## src/rtl/gpio_mask_pkg.sv

```systemverilog
package gpio_mask_pkg;

    localparam int ADDR_W = 8;

    localparam logic [ADDR_W-1:0] OFS_DIR_SET = 8'h00;
    localparam logic [ADDR_W-1:0] OFS_DIR_CLR = 8'h04;
    localparam logic [ADDR_W-1:0] OFS_OUT_LO  = 8'h08;
    localparam logic [ADDR_W-1:0] OFS_OUT_HI  = 8'h0C;
    localparam logic [ADDR_W-1:0] OFS_PIN_IN  = 8'h10;

    typedef enum logic [2:0] {
        SEL_NONE,
        SEL_DIR_SET,
        SEL_DIR_CLR,
        SEL_OUT_LO,
        SEL_OUT_HI,
        SEL_PIN_IN
    } reg_sel_e;

    function automatic reg_sel_e decode_addr(input logic [ADDR_W-1:0] a);
        reg_sel_e s;
        s = SEL_NONE;
        if (a == OFS_DIR_SET) s = SEL_DIR_SET;
        if (a == OFS_DIR_CLR) s = SEL_DIR_CLR;
        if (a == OFS_OUT_LO)  s = SEL_OUT_LO;
        if (a == OFS_OUT_HI)  s = SEL_OUT_HI;
        if (a == OFS_PIN_IN)  s = SEL_PIN_IN;
        return s;
    endfunction

endpackage

```

## src/rtl/gpio_dir_reg.sv

```systemverilog
module gpio_dir_reg #(
    parameter int W = 32
) (
    input  logic         clk,
    input  logic         rst_n,
    input  logic         set_en,
    input  logic         clr_en,
    input  logic [W-1:0] wdata,
    output logic [W-1:0] dir_q
);

    always_ff @(posedge clk or negedge rst_n) begin
        if (!rst_n) begin
            dir_q <= '0;
        end else if (set_en) begin
            dir_q <= dir_q | wdata;
        end else if (clr_en) begin
            dir_q <= dir_q & ~wdata;
        end
    end

    AST_DIR_SET: assert property (@(posedge clk) disable iff (!rst_n)
        set_en |=> ((dir_q & $past(wdata)) == $past(wdata))
                   && (((dir_q ^ $past(dir_q)) & ~$past(wdata)) == '0));

    AST_DIR_CLR: assert property (@(posedge clk) disable iff (!rst_n)
        (clr_en && !set_en) |=> ((dir_q & $past(wdata)) == '0)
                   && (((dir_q ^ $past(dir_q)) & ~$past(wdata)) == '0));

    AST_DIR_HOLD: assert property (@(posedge clk) disable iff (!rst_n)
        (!set_en && !clr_en) |=> $stable(dir_q));

endmodule

```

## src/rtl/gpio_out_half.sv

```systemverilog
module gpio_out_half #(
    parameter int HW = 16
) (
    input  logic          clk,
    input  logic          rst_n,
    input  logic          wr_en,
    input  logic [HW-1:0] mask,
    input  logic [HW-1:0] val,
    output logic [HW-1:0] q
);

    always_ff @(posedge clk or negedge rst_n) begin
        if (!rst_n) begin
            q <= '0;
        end else if (wr_en) begin
            q <= (q & ~mask) | (val & mask);
        end
    end

    AST_OUT_KEEP: assert property (@(posedge clk) disable iff (!rst_n)
        wr_en |=> (((q ^ $past(q)) & ~$past(mask)) == '0));

    AST_OUT_LOAD: assert property (@(posedge clk) disable iff (!rst_n)
        wr_en |=> (((q ^ $past(val)) & $past(mask)) == '0));

    AST_OUT_IDLE: assert property (@(posedge clk) disable iff (!rst_n)
        !wr_en |=> $stable(q));

endmodule

```

## src/rtl/gpio_in_sync.sv

```systemverilog
module gpio_in_sync #(
    parameter int W = 32
) (
    input  logic         clk,
    input  logic         rst_n,
    input  logic [W-1:0] pin_in,
    output logic [W-1:0] sync_q
);

    logic [W-1:0] meta_q;

    always_ff @(posedge clk or negedge rst_n) begin
        if (!rst_n) begin
            meta_q <= '0;
            sync_q <= '0;
        end else begin
            meta_q <= pin_in;
            sync_q <= meta_q;
        end
    end

endmodule

```

## src/rtl/gpio_mask_port.sv

```systemverilog
module gpio_mask_port
    import gpio_mask_pkg::*;
#(
    parameter int NPINS = 32
) (
    input  logic                 clk,
    input  logic                 rst_n,
    input  logic [ADDR_W-1:0]    bus_addr,
    input  logic                 bus_wr,
    input  logic [NPINS-1:0]     bus_wdata,
    output logic [NPINS-1:0]     bus_rdata,
    input  logic [NPINS-1:0]     pin_in,
    output logic [NPINS-1:0]     pin_oe,
    output logic [NPINS-1:0]     pin_out
);

    localparam int HW     = NPINS / 2;
    localparam int NHALF  = 2;

    reg_sel_e          sel;
    logic [NPINS-1:0]  dir_q;
    logic [NPINS-1:0]  in_sync;
    logic [NPINS-1:0]  out_q;
    logic [NHALF-1:0]  half_wr;

    assign sel = decode_addr(bus_addr);

    gpio_dir_reg #(.W(NPINS)) i_dir (
        .clk    (clk),
        .rst_n  (rst_n),
        .set_en (bus_wr && (sel == SEL_DIR_SET)),
        .clr_en (bus_wr && (sel == SEL_DIR_CLR)),
        .wdata  (bus_wdata),
        .dir_q  (dir_q)
    );

    assign half_wr[0] = bus_wr && (sel == SEL_OUT_LO);
    assign half_wr[1] = bus_wr && (sel == SEL_OUT_HI);

    for (genvar h = 0; h < NHALF; h++) begin : g_half
        gpio_out_half #(.HW(HW)) i_half (
            .clk   (clk),
            .rst_n (rst_n),
            .wr_en (half_wr[h]),
            .mask  (bus_wdata[NPINS-1:HW]),
            .val   (bus_wdata[HW-1:0]),
            .q     (out_q[h*HW +: HW])
        );
    end

    gpio_in_sync #(.W(NPINS)) i_sync (
        .clk    (clk),
        .rst_n  (rst_n),
        .pin_in (pin_in),
        .sync_q (in_sync)
    );

    always_comb begin
        unique case (sel)
            SEL_DIR_SET, SEL_DIR_CLR: bus_rdata = dir_q;
            SEL_OUT_LO:               bus_rdata = {{HW{1'b0}}, out_q[HW-1:0]};
            SEL_OUT_HI:               bus_rdata = {{HW{1'b0}}, out_q[NPINS-1:HW]};
            SEL_PIN_IN:               bus_rdata = in_sync;
            default:                  bus_rdata = '0;
        endcase
    end

    assign pin_oe  = dir_q;
    assign pin_out = out_q;

    AST_UNMAPPED_READ: assert property (@(posedge clk) disable iff (!rst_n)
        (sel == SEL_NONE) |-> (bus_rdata == '0));

    AST_HALF_EXCL: assert property (@(posedge clk) disable iff (!rst_n)
        half_wr[0] |=> $stable(out_q[NPINS-1:HW]));

    AST_OE_FOLLOWS_DIR: assert property (@(posedge clk) disable iff (!rst_n)
        (bus_wr && (sel == SEL_DIR_SET)) |=> ((pin_oe & $past(bus_wdata)) == $past(bus_wdata)));

endmodule

```

## config.mk

```make
export PLATFORM = sky130hd
export DESIGN_NAME = gpio_mask_port
export DESIGN_NICKNAME = d
export VERILOG_FILES = /design/src/rtl/gpio_mask_pkg.sv /design/src/rtl/gpio_dir_reg.sv /design/src/rtl/gpio_out_half.sv /design/src/rtl/gpio_in_sync.sv /design/src/rtl/gpio_mask_port.sv
export SDC_FILE = /design/constraint.sdc
export NUM_CORES = 1
export LEC_CHECK = 0
export BUFFER_PORTS_ARGS = -buffer_cell sky130_fd_sc_hd__buf_2
export CAP_MARGIN = 5
export CORE_MARGIN = 8
export CORE_UTILIZATION = 54
export DETAILED_ROUTE_END_ITERATION = 10
export MAX_ROUTING_LAYER = met4
export PLACE_DENSITY = 0.9
export SKIP_LAST_GASP = 1
export SLEW_MARGIN = 0
export SYNTH_ARGS = -nofsm -noshare
export SYNTH_HDL_FRONTEND = slang
export SYNTH_HIERARCHICAL = 1
export SYNTH_SLANG_ARGS = --single-unit
```

## constraint.sdc

```tcl
create_clock -name clk -period 2 [get_ports clk]
set_input_delay 0.1 -clock clk [delete_from_list [all_inputs] [get_ports clk]]
set_output_delay 0.1 -clock clk [all_outputs]
set_load 0.05 [all_outputs]
```

; After elaboration in Yosys (flattened, before gate mapping)
; Cells that the tools add are included.
[totals]
out_inout_bits = 96
regBits = 128
word_cells = 38
[classes]
bitwise = 9
muxes = 8
eq_ne = 9
n_reduce_logical = 7
[op_table]
columns = cell, count
row1 = $pmux 32 s4, 1
row2 = $mux 32, 2
row3 = $and 16x16->16, 3
row4 = $and 32x32->32, 1
row5 = $not 32->32, 1
row6 = $or 16x16->16, 2
row7 = $or 32x32->32, 1
row8 = $eq 8x4->1 const B, 2
row9 = $not 16->16, 1
row10 = $mux 3, 4
row11 = $eq 8x3->1 const B, 1
row12 = $eq 8x5->1 const B, 1
row13 = $logic_not 8->1, 1
row14 = $eq 3x2->1 const B, 2
row15 = $eq 3x3->1 const B, 2
row16 = $logic_and 1x1->1, 4
row17 = $eq 3x1->1 const B, 1
row18 = $reduce_bool 2->1, 1
row19 = $reduce_or 2->1, 1
row20 = $mux 1, 1

; Depth between registers and ports, before layout
; Gate-level depths: netlist of the first run.
[depth]
word_depth = 10
mapped_depth = 8
mapped_depth_nobuf = 5

; By module
; The synthesis of the first run kept the hierarchy.
[modules_own_cells]
columns = module, n_inst, area_per_inst_um2, cells_per_inst, seq_area_each_um2
row1 = gpio_in_sync, 1, 1601.5, 64, 1601.5
row2 = gpio_out_half, 2, 700.7, 50, 400.4
row3 = gpio_dir_reg, 1, 1249.9, 102, 800.8
row4 = gpio_mask_port, 1, 858.3, 125, 0.0

; Worst setup path after synthesis of the first run
; Ideal clock, no wire load.
[synth_path]
kind = register to output
from = register (tool-made name)
to = output bus_rdata[10]
t_arrival_ps = 1670
stages_incl_launch_ff = 4
required_time_ps = 1900
path_slack_ps = 230
n_path_buf = 0
cell_sequence = dfrtp_1 -> mux2_2 -> nand2_1 -> a21oi_1
[synth_rtl]
columns = element, line_no
row1 = "end, declared", gpio_mask_port.sv:11  ; output logic [NPINS-1:0] bus_rdata,

==> results.tsv, run 1 <==
stage	metric	value	unit
clock_tree	cts_made_buffers	17	
cells_and_area	layout-drive-gt1-share	41.5	%
timing	hold_violations	0	
clock_tree	ctsResizeCount	0	
critical_path	crit_arrival	2.19	ns
power_and_ir_drop	vdd_drop_max	731	uV
die	core_area	0.00920	mm^2
route	drt_wl_total	16900	um
timing	clock_skew	0.00510	ns
route	dr.pass1.iters	5	
timing	rsz0062_at_grt	no	
global_routing	grt_overflow	0	
min_path	holdCritPathClass	input port to async pin	
cells_and_area	post-route-util	80.9	%
die	start_util	55.6	%
timing	tightest_slew	0.526	ns
clock_tree	cts_max_path_buffers	2	
global_routing	grt_usage	27.8	%
yosys	syn_inst	391	
die	chipHeight	113	um
die	die_area	0.0128	mm^2
critical_path	cp.required	2.39	ns
yosys	yosysWarnings	6	
placed_design	portBuffers	170	
global_routing	grtUsageMet3	7.29	%
global_routing	grt.busiest_layer	met2	
clock_tree	postCtsHoldBufs	68	
placed_design	placed_area	0.00608	mm^2
clock_tree	cts_sinks	128	
critical_path	timing_worst_setup_path_type	input port to flip-flop	
clock_tree	htreeDepth	4	
critical_path	cp-end-kind	flip-flop	
route	drc	0	
cells_and_area	area_delta_synth_final	45.6	%
die	die_w	113	um
route	vias	4386	
global_routing	grt_pass1_wl	26500	um
timing	final.setup.worst_slack	0.206	ns
power_and_ir_drop	leakage	0.00371	uW
global_routing	grt_pass1_vias	4879	
placed_design	hpwlAfterDp	10700	um
global_routing	use_met2	46.7	%
run_status	outcome	completed	
route	post_drt_wl_per_cell	22.1	um
yosys	netlist_area	0.00511	mm^2
route	ant_nets	0	
timing	slew_violations	0	
die	ioPinCount	171	
cells_and_area	antenna_cells	0	
timing	whs	0.116	ns
route	via_per_inst	5.73	
timing	setup_tns	0	ns
timing	fmax	0.558	GHz
clock_tree	cts_tree	done	
clock_tree	clockRootBuffer	clkbuf_8	
timing	setup_viol	0	
critical_path	critPathLaunchType	input port	
die	rows	35	
timing	period_share	89.7	%
yosys	seq_area_frac_synth	62.7	%
cells_and_area	nets	717	
critical_path	worstPathMaxFanout	16	
timing	fin_crit	1.79	ns
yosys	syn_area_per_cell	13.1	um^2
global_routing	grt_max_degree	57	
placed_design	pre_cts_slack	0.262	ns
route	drtIter0Drc	370	
clock_tree	clkSlewWorstSetupHoldPaths	0.06	ns
cells_and_area	multi_input_area	0.00172	mm^2
cells_and_area	seq_area	0.00320	mm^2
cells_and_area	final_area	0.00744	mm^2
clock_tree	clock_latency	0.51	ns
cells_and_area	fill_cells	509	
run	cap_violations	0	
power_and_ir_drop	power_density	934	mW/mm^2
yosys	syn_nets	466	
global_routing	gr-usage-met1	30.8	%
timing	slew_headroom	64.9	%
clock_tree	cts_setup_buffers	0	
yosys	ys_ff_latch	128	
yosys	yosysUniqueCellTypes	24	
global_routing	antenna_found_initial	0	
placed_design	place.gp.congestion	0.845	
[worst paths after layout]
check | end | cells after the start | slack (ns) | startpoint
min | i_sync/sync_q[4] | 2 | 0.12 | rst_n
min in group clk | i_sync/meta_q[20] | 2 | 0.23 | pin_in[20]
max reg2reg | flip-flop | 2 | 0.63 | flip-flop
max in group asynchronous | i_sync/meta_q[9] | 3 | 1.22 | rst_n
max | flip-flop | 8 | 0.21 | bus_addr[7]
min reg2reg | i_sync/sync_q[30] | 0 | 0.35 | i_sync/meta_q[30]
[layout make-up]
type                       count  area share (%)
sequential                   128            43.1
clock buffer                  20            5.99
clock inverter                12            3.09
multi-input combinational    240            23.1
tap                          111            1.87
timing repair buffer         255            22.9
[synth_stat cells]
cell type	n	area, um^2
a21oi_1	14	70.1
dfrtp_1	128	3200
nor2b_1	1	6.26
buf_4	1	7.51
a22o_1	32	280
buf_6	14	158
mux2_1	3	33.8
nand2_1	82	308
clkbuf_2	1	5.00
nand3_1	1	5.00
nor3b_4	1	18.8
nor2_1	20	75.1
a22oi_1	32	240
mux2_4	20	300
a21oi_2	2	17.5
nor3_2	1	10.0
nor4b_4	1	23.8
nor3_1	2	10.0
nor4_1	1	6.26
or4_4	1	11.3
clkbuf_1	1	3.75
nand2b_1	1	6.26
buf_2	6	30.0
mux2_2	25	282
[worst max-delay path: stages]
cell           delay [ns]
buf_2                0.10
nor4_1               0.45
nand2_1              0.16
nor2_1               0.23
buf_12               0.18
nand2_1              0.08
mux2_4               0.30
dlygate4sd3_1        0.56
[power by group]
group          switching [uW]  leakage (uW)  internal, uW
combinational             415       0.00176           256
sequential               66.8       0.00163          2700
clock                    1150      0.000322          2350
[metal layers]
| metal | wire length (um) | up-vias |
|---|---|---|
| met2 | 8840 | 267 |
| met5 | 0 | - |
| met3 | 1390 | 44 |
| met1 | 6230 | 2196 |
| met4 | 473 | 0 |
| li1 | - | 1879 |
[stage by stage]
stage / std cells / power (uW)
after floorplan: 391 / 3100
after global placement: 666 / 3350
after detailed placement: 666 / 3370
after CTS: 766 / 6970
after global routing: 766 / 7140
final: 766 / 6950
[cell families after synthesis]
logic type	Yosys count	share of synthesized area [%]
simple gates	112	9.40
flops	128	62.7
mux	48	12.0
compound gates	80	11.9
buf+inv	23	3.99
[placed cells by master (no fill, tap or decap), types with 2 or more instances in the layout]
cell	Yosys	routed
clkbuf_8	0	3
nor2_1	20	19
dfrtp_1	128	128
clkbuf_16	0	16
clkinvlp_4	0	2
a22o_1	32	32
a22oi_1	32	32
mux2_1	3	3
bufinv_16	0	6
buf_12	0	3
a21oi_1	14	14
mux2_4	20	20
mux2_2	25	25
buf_2	6	168
dlygate4sd3_1	0	68
clkinv_4	0	3
buf_4	1	15
a21oi_2	2	2
nand2_1	82	82
nor3_2	1	3
Note: power is estimated with default switching activity, not from simulation.
==> run 2, diff against run 1 <==
--- a/config.mk
+++ b/config.mk
@@ -9,7 +9,9 @@
 export CAP_MARGIN = 5
 export CORE_MARGIN = 8
 export CORE_UTILIZATION = 54
+export CTS_CLUSTER_DIAMETER = 150
 export DETAILED_ROUTE_END_ITERATION = 10
+export GPL_TIMING_DRIVEN = 0
 export MAX_ROUTING_LAYER = met4
 export PLACE_DENSITY = 0.9
 export SKIP_LAST_GASP = 1
==> run 2 against run 1 <==
Against the previous run:
- final cell count up 0.78%
- largest cell class unchanged
- sequential power about the same
- final area shrank 0.17%
- sequential share of layout area increased by 0.073 points
- worst hold slack improved by 0.039 ns
==> results.tsv, run 2 (synthesis results as in run 1) <==
stage	metric	value	unit
run_status	outcome	completed	
route	via_per_inst	5.69	
power_and_ir_drop	leakage	0.00372	uW
timing	fin_crit	1.95	ns
route	post_drt_wl_per_cell	21.6	um
global_routing	grt_pass1_wl	26400	um
placed_design	place.gp.congestion	0.839	
route	drt_wl_total	16700	um
die	rows	35	
die	chipHeight	113	um
critical_path	crit_path_start	bus_addr[7]	
cells_and_area	layout-drive-gt1-share	41.5	%
clock_tree	clock_latency	0.50	ns
critical_path	cp.depth	7	
die	die_area	0.0128	mm^2
critical_path	reg2reg_depth	2	
route	drtIter0Drc	320	
clock_tree	htreeDepth	4	
timing	tightest_slew	0.636	ns
critical_path	timing_worst_setup_path_type	input port to primary output	
critical_path	path_cells	buf_2, nor4_1, nand2b_1, clkbuf_1, buf_2, a21oi_1, buf_2	
critical_path	cp.required	1.90	ns
route	dr.pass1.iters	5	
global_routing	grt_max_degree	71	
cells_and_area	layout_commonest_cell	buf_2	
timing	slew_violations	0	
critical_path	max_stage_delay	0.47	ns
clock_tree	postCtsHoldBufs	68	
timing	rsz0062_at_grt	no	
clock_tree	cts_max_path_buffers	2	
route	dr_wl_met3	1110	um
critical_path	cp-end-kind	primary output	
timing	clock_skew	0.00531	ns
placed_design	pre_cts_slack	0.0132	ns
global_routing	grt_usage	27.6	%
route	route.met2.wl	8660	um
timing	period_share	97.3	%
cells_and_area	fill_cells	537	
clock_tree	cts_setup_buffers	0	
critical_path	crit_arrival	1.85	ns
cells_and_area	area_delta_synth_final	45.3	%
timing	fmax	0.514	GHz
power_and_ir_drop	vdd_drop_max	544	uV
critical_path	crit_path_frequent_cell	buf_2	
cells_and_area	layout_common_cells	174 x buf_2, 128 x dfrtp_1, 82 x nand2_1	
clock_tree	clkSlewWorstSetupHoldPaths	0.06	ns
cells_and_area	nets	723	
critical_path	critPathBufInv	4	
die	die_w	113	um
critical_path	crit_path_end	bus_rdata[2]	
die	ioPinCount	171	
critical_path	slowest_stage	nor4_1	
die	start_util	55.6	%
route	vias	4395	
cells_and_area	multi_input_area	0.00170	mm^2
clock_tree	ctsResizeCount	0	
placed_design	hpwlAfterDp	10800	um
route	top_layer	met4	
timing	final.setup.worst_slack	0.0535	ns
run	cap_violations	0	
die	core_area	0.00920	mm^2
placed_design	portBuffers	169	
timing	setup_viol	0	
clock_tree	clockRootBuffer	clkbuf_8	
global_routing	grt_pass1_vias	4916	
route	drt-met1-wl	6440	um
route	drc	0	
clock_tree	cts_made_buffers	17	
route	ant_nets	0	
power_and_ir_drop	power_density	894	mW/mm^2
clock_tree	cts_sinks	128	
global_routing	antenna_found_initial	0	
critical_path	worstPathMaxFanout	10	
min_path	holdCritPathClass	input port to flip-flop	
critical_path	path_delay_family	buffers and inverters	
timing	slew_headroom	57.6	%
timing	hold_violations	0	
global_routing	grt_overflow	0	
cells_and_area	seq_area	0.00320	mm^2
clock_tree	cts_tree	done	
critical_path	critPathLaunchType	input port	
critical_path	r2r_slack	0.63	ns
timing	setup_tns	0	ns
cells_and_area	antenna_cells	0	
==> run 2: report_power, final <==
group	leakage (uW)	switching [uW]	internal, uW
Clock	0.000299	1130	2060
Sequential	0.00163	67.4	2700
Combinational	0.00179	412	260
==> run 2: per-layer routing <==
metal / vias to the layer above / global-route usage (%)
met5: - / -
met4: 0 / 11.4
met3: 40 / 7.51
met2: 242 / 45.7
met1: 2218 / 31.2
li1: 1895 / -
==> run 2: worst min-delay path, stage by stage <==
cell	delay, ns
buf_2	0.11
nand2_1	0.07
nor3_1	0.09
a22o_1	0.24
==> run 2: final cells by class <==
| type | instances | area share [%] |
|---|---|---|
| Clock inverter | 13 | 2.49 |
| Timing Repair Buffer | 238 | 21.0 |
| Sequential cell | 128 | 43.1 |
| Multi-Input combinational cell | 240 | 22.9 |
| Buffer | 23 | 2.75 |
| Tap cell | 111 | 1.87 |
| Clock buffer | 19 | 5.81 |
==> run 2: worst min path at each step <==
| stage | startpoint | endpoint | slack, ns | cells after the start |
|---|---|---|---|---|
| 6_report | bus_wr | flip-flop | 0.16 | 4 |
| 5_1_grt | bus_wr | flip-flop | 0.16 | 4 |
| 4_1_cts | bus_wr | flip-flop | 0.14 | 4 |
| 3_5_place_dp | rst_n | i_sync/sync_q[4] | 0.15 | 1 |
| 3_3_place_gp | pin_in[30] | i_sync/meta_q[30] | 0.21 | 1 |
| 2_1_floorplan | rst_n | async pin | -0.20 | 0 |
==> run 2: per-stage QoR <==
stage	util, %	hold slack, ns	cell area (um^2)	total power, uW	cells
floorplan	-	-0.196	5110	3100	391
global placement	66.3	0.207	6100	3340	671
detailed placement	66.7	0.149	6130	3370	672
CTS	80.8	0.136	7430	6650	772
global route	80.8	0.164	7430	6860	772
finish	80.8	0.155	7430	6640	772
==> run 3, diff against run 2 <==
--- a/config.mk
+++ b/config.mk
@@ -14,6 +14,7 @@
 export GPL_TIMING_DRIVEN = 0
 export MAX_ROUTING_LAYER = met4
 export PLACE_DENSITY = 0.9
+export SETUP_SLACK_MARGIN = 0.4
 export SKIP_LAST_GASP = 1
 export SLEW_MARGIN = 0
 export SYNTH_ARGS = -nofsm -noshare
==> run 3 against run 2 <==
Against the previous run:
- critical path depth shrank 3
- clock skew about the same
- clock power fell by 7.8%
- die area stayed put
- final cell count is 4.8% higher
- non-clock buffer count up 36
- sequential power hardly changed
- combinational power grew 10%
- clock-buffer cell count unchanged
- maximum frequency is 19% higher
- via count up 4.7%
- critical endpoint is now bus_rdata[9]
==> results.tsv, run 3 (synthesis results as in run 1) <==
stage	metric	value	unit
cells_and_area	post-route-util	86.1	%
timing	fmax	0.612	GHz
placed_design	place.gp.congestion	0.835	
route	drt_wl_total	18600	um
clock_tree	clock_latency	0.52	ns
cells_and_area	layout.cells.non_filler	809	
critical_path	crit_arrival	1.53	ns
global_routing	grt_pass1_wl	27500	um
die	die_area	0.0128	mm^2
timing	period_share	81.7	%
power_and_ir_drop	vdd_drop_max	561	uV
placed_design	portBuffers	169	
timing	tightest_slew	0.526	ns
global_routing	grt_max_degree	75	
route	dr.pass1.iters	5	
critical_path	worstPathMaxFanout	2	
die	start_util	55.6	%
timing	slew_violations	0	
timing	rsz0062_at_grt	yes	
route	vias	4600	
clock_tree	htreeDepth	4	
route	via_per_inst	5.69	
route	drtIter0Drc	311	
critical_path	timing_worst_setup_path_type	flip-flop to primary output	
clock_tree	clkSlewWorstSetupHoldPaths	0.06	ns
run_status	outcome	completed	
power_and_ir_drop	power_density	815	mW/mm^2
critical_path	critPathLaunchType	flip-flop	
timing	whs	0.126	ns
route	ant_nets	0	
clock_tree	cts_tree	done	
cells_and_area	layout_common_cells	156 x buf_2, 128 x dfrtp_1, 75 x nand2_1	
die	die_w	113	um
power_and_ir_drop	leakage	0.00393	uW
critical_path	cp.required	1.90	ns
timing	fin_crit	1.63	ns
global_routing	grt_overflow	0	
cells_and_area	seq_area	0.00320	mm^2
critical_path	reg2reg_depth	3	
cells_and_area	multi_input_area	0.00187	mm^2
critical_path	crit_path_end	bus_rdata[9]	
timing	hold_violations	0	
route	post_drt_wl_per_cell	23.0	um
clock_tree	cts_sinks	128	
timing	final.setup.worst_slack	0.366	ns
die	core_area	0.00920	mm^2
placed_design	dp_cells	672	
route	drc	0	
global_routing	grt_pass1_vias	4970	
run	cap_violations	0	
cells_and_area	nets	759	
min_path	holdCritPathClass	input port to async pin	
timing	setup_viol	0	
placed_design	pre_cts_slack	0.0139	ns
cells_and_area	layout-drive-gt1-share	50.1	%
die	ioPinCount	171	
timing	slew_headroom	64.9	%
timing	clock_skew	0.00496	ns
global_routing	grt_usage	29.1	%
placed_design	hpwlAfterDp	10600	um
die	chipHeight	113	um
global_routing	antenna_found_initial	1	
clock_tree	clockRootBuffer	clkbuf_8	
die	rows	35	
clock_tree	cts_made_buffers	17	
clock_tree	cts_max_path_buffers	2	
critical_path	r2r_slack	0.49	ns
critical_path	cp-end-kind	primary output	
cells_and_area	layout_commonest_cell	buf_2	
cells_and_area	fill_cells	454	
cells_and_area	area_delta_synth_final	54.9	%
-- run 3: cell count changes in the layout (fill, tap and decap cells not counted), moves of 10 or more --
| cell | before | now |
|---|---|---|
| buf_2 | 174 | 156 |
| a21oi_2 | 2 | 15 |
| a21oi_1 | 14 | 1 |
| mux2_4 | 20 | 30 |
| nor2_1 | 20 | 9 |
| nor2_2 | 0 | 11 |
| buf_6 | 15 | 28 |
| buf_4 | 1 | 41 |
-- run 3: worst max-delay path: stages, from the launching register on --
cell,delay [ns]
dfrtp_1,0.39
mux2_2,0.28
nand2_1,0.11
a21oi_2,0.08
buf_6,0.17
-- run 3: cell type report --
cell class              count  area share, %
clock inverters            13           1.66
clock buffers              19           5.45
plain buffers              23           2.72
well taps                 111           1.75
multi-input cells         240           23.6
repair buffers            274           24.3
diodes                      1         0.0316
flip-flops and latches    128           40.5
-- run 3: how the worst min path moves through the flow --
stage,start,end,cells past startpoint
after detailed placement,rst_n,async pin,1
after floorplan,rst_n,async pin,0
after global placement,pin_in[9],i_sync/meta_q[9],1
final,rst_n,i_sync/sync_q[4],2
after global routing,bus_wr,flip-flop,4
after CTS,bus_wr,flip-flop,5
-- run 3: power by group --
part / internal [uW] / leakage (uW) / switching [uW] / total [uW]
clock network: 1710 / 0.000260 / 1240 / 2940
registers: 2700 / 0.00163 / 66.1 / 2770
logic: 293 / 0.00204 / 446 / 739
-- run 3: routing by layer --
metal | track usage (%) | vias up | share of wire (%)
met2 | 49.4 | 301 | 52
met4 | 12.7 | 0 | 4.1
met5 | - | - | 0
met3 | 8.15 | 76 | 7.8
li1 | - | 1966 | -
met1 | 31.4 | 2257 | 36
-- run 3: metrics by stage --
step | setup TNS (ns) | cell area [um^2] | total power [uW]
2_1_floorplan | 0 | 5180 | 3100
3_3_place_gp | -82.02 | 6160 | 3350
3_5_place_dp | 0 | 6200 | 3380
4_1_cts | 0 | 7700 | 6390
5_1_grt | 0 | 7920 | 6640
6_report | 0 | 7920 | 6450
-- run 3: timing repair --
action,CTS,global route
cloned,0,0
hold buffers,66,0
pin swaps,0,1
setup endpoints to repair,16,25
buffers inserted,20,18
endpoints found under the hold margin,156,0
gates resized for setup,38,23
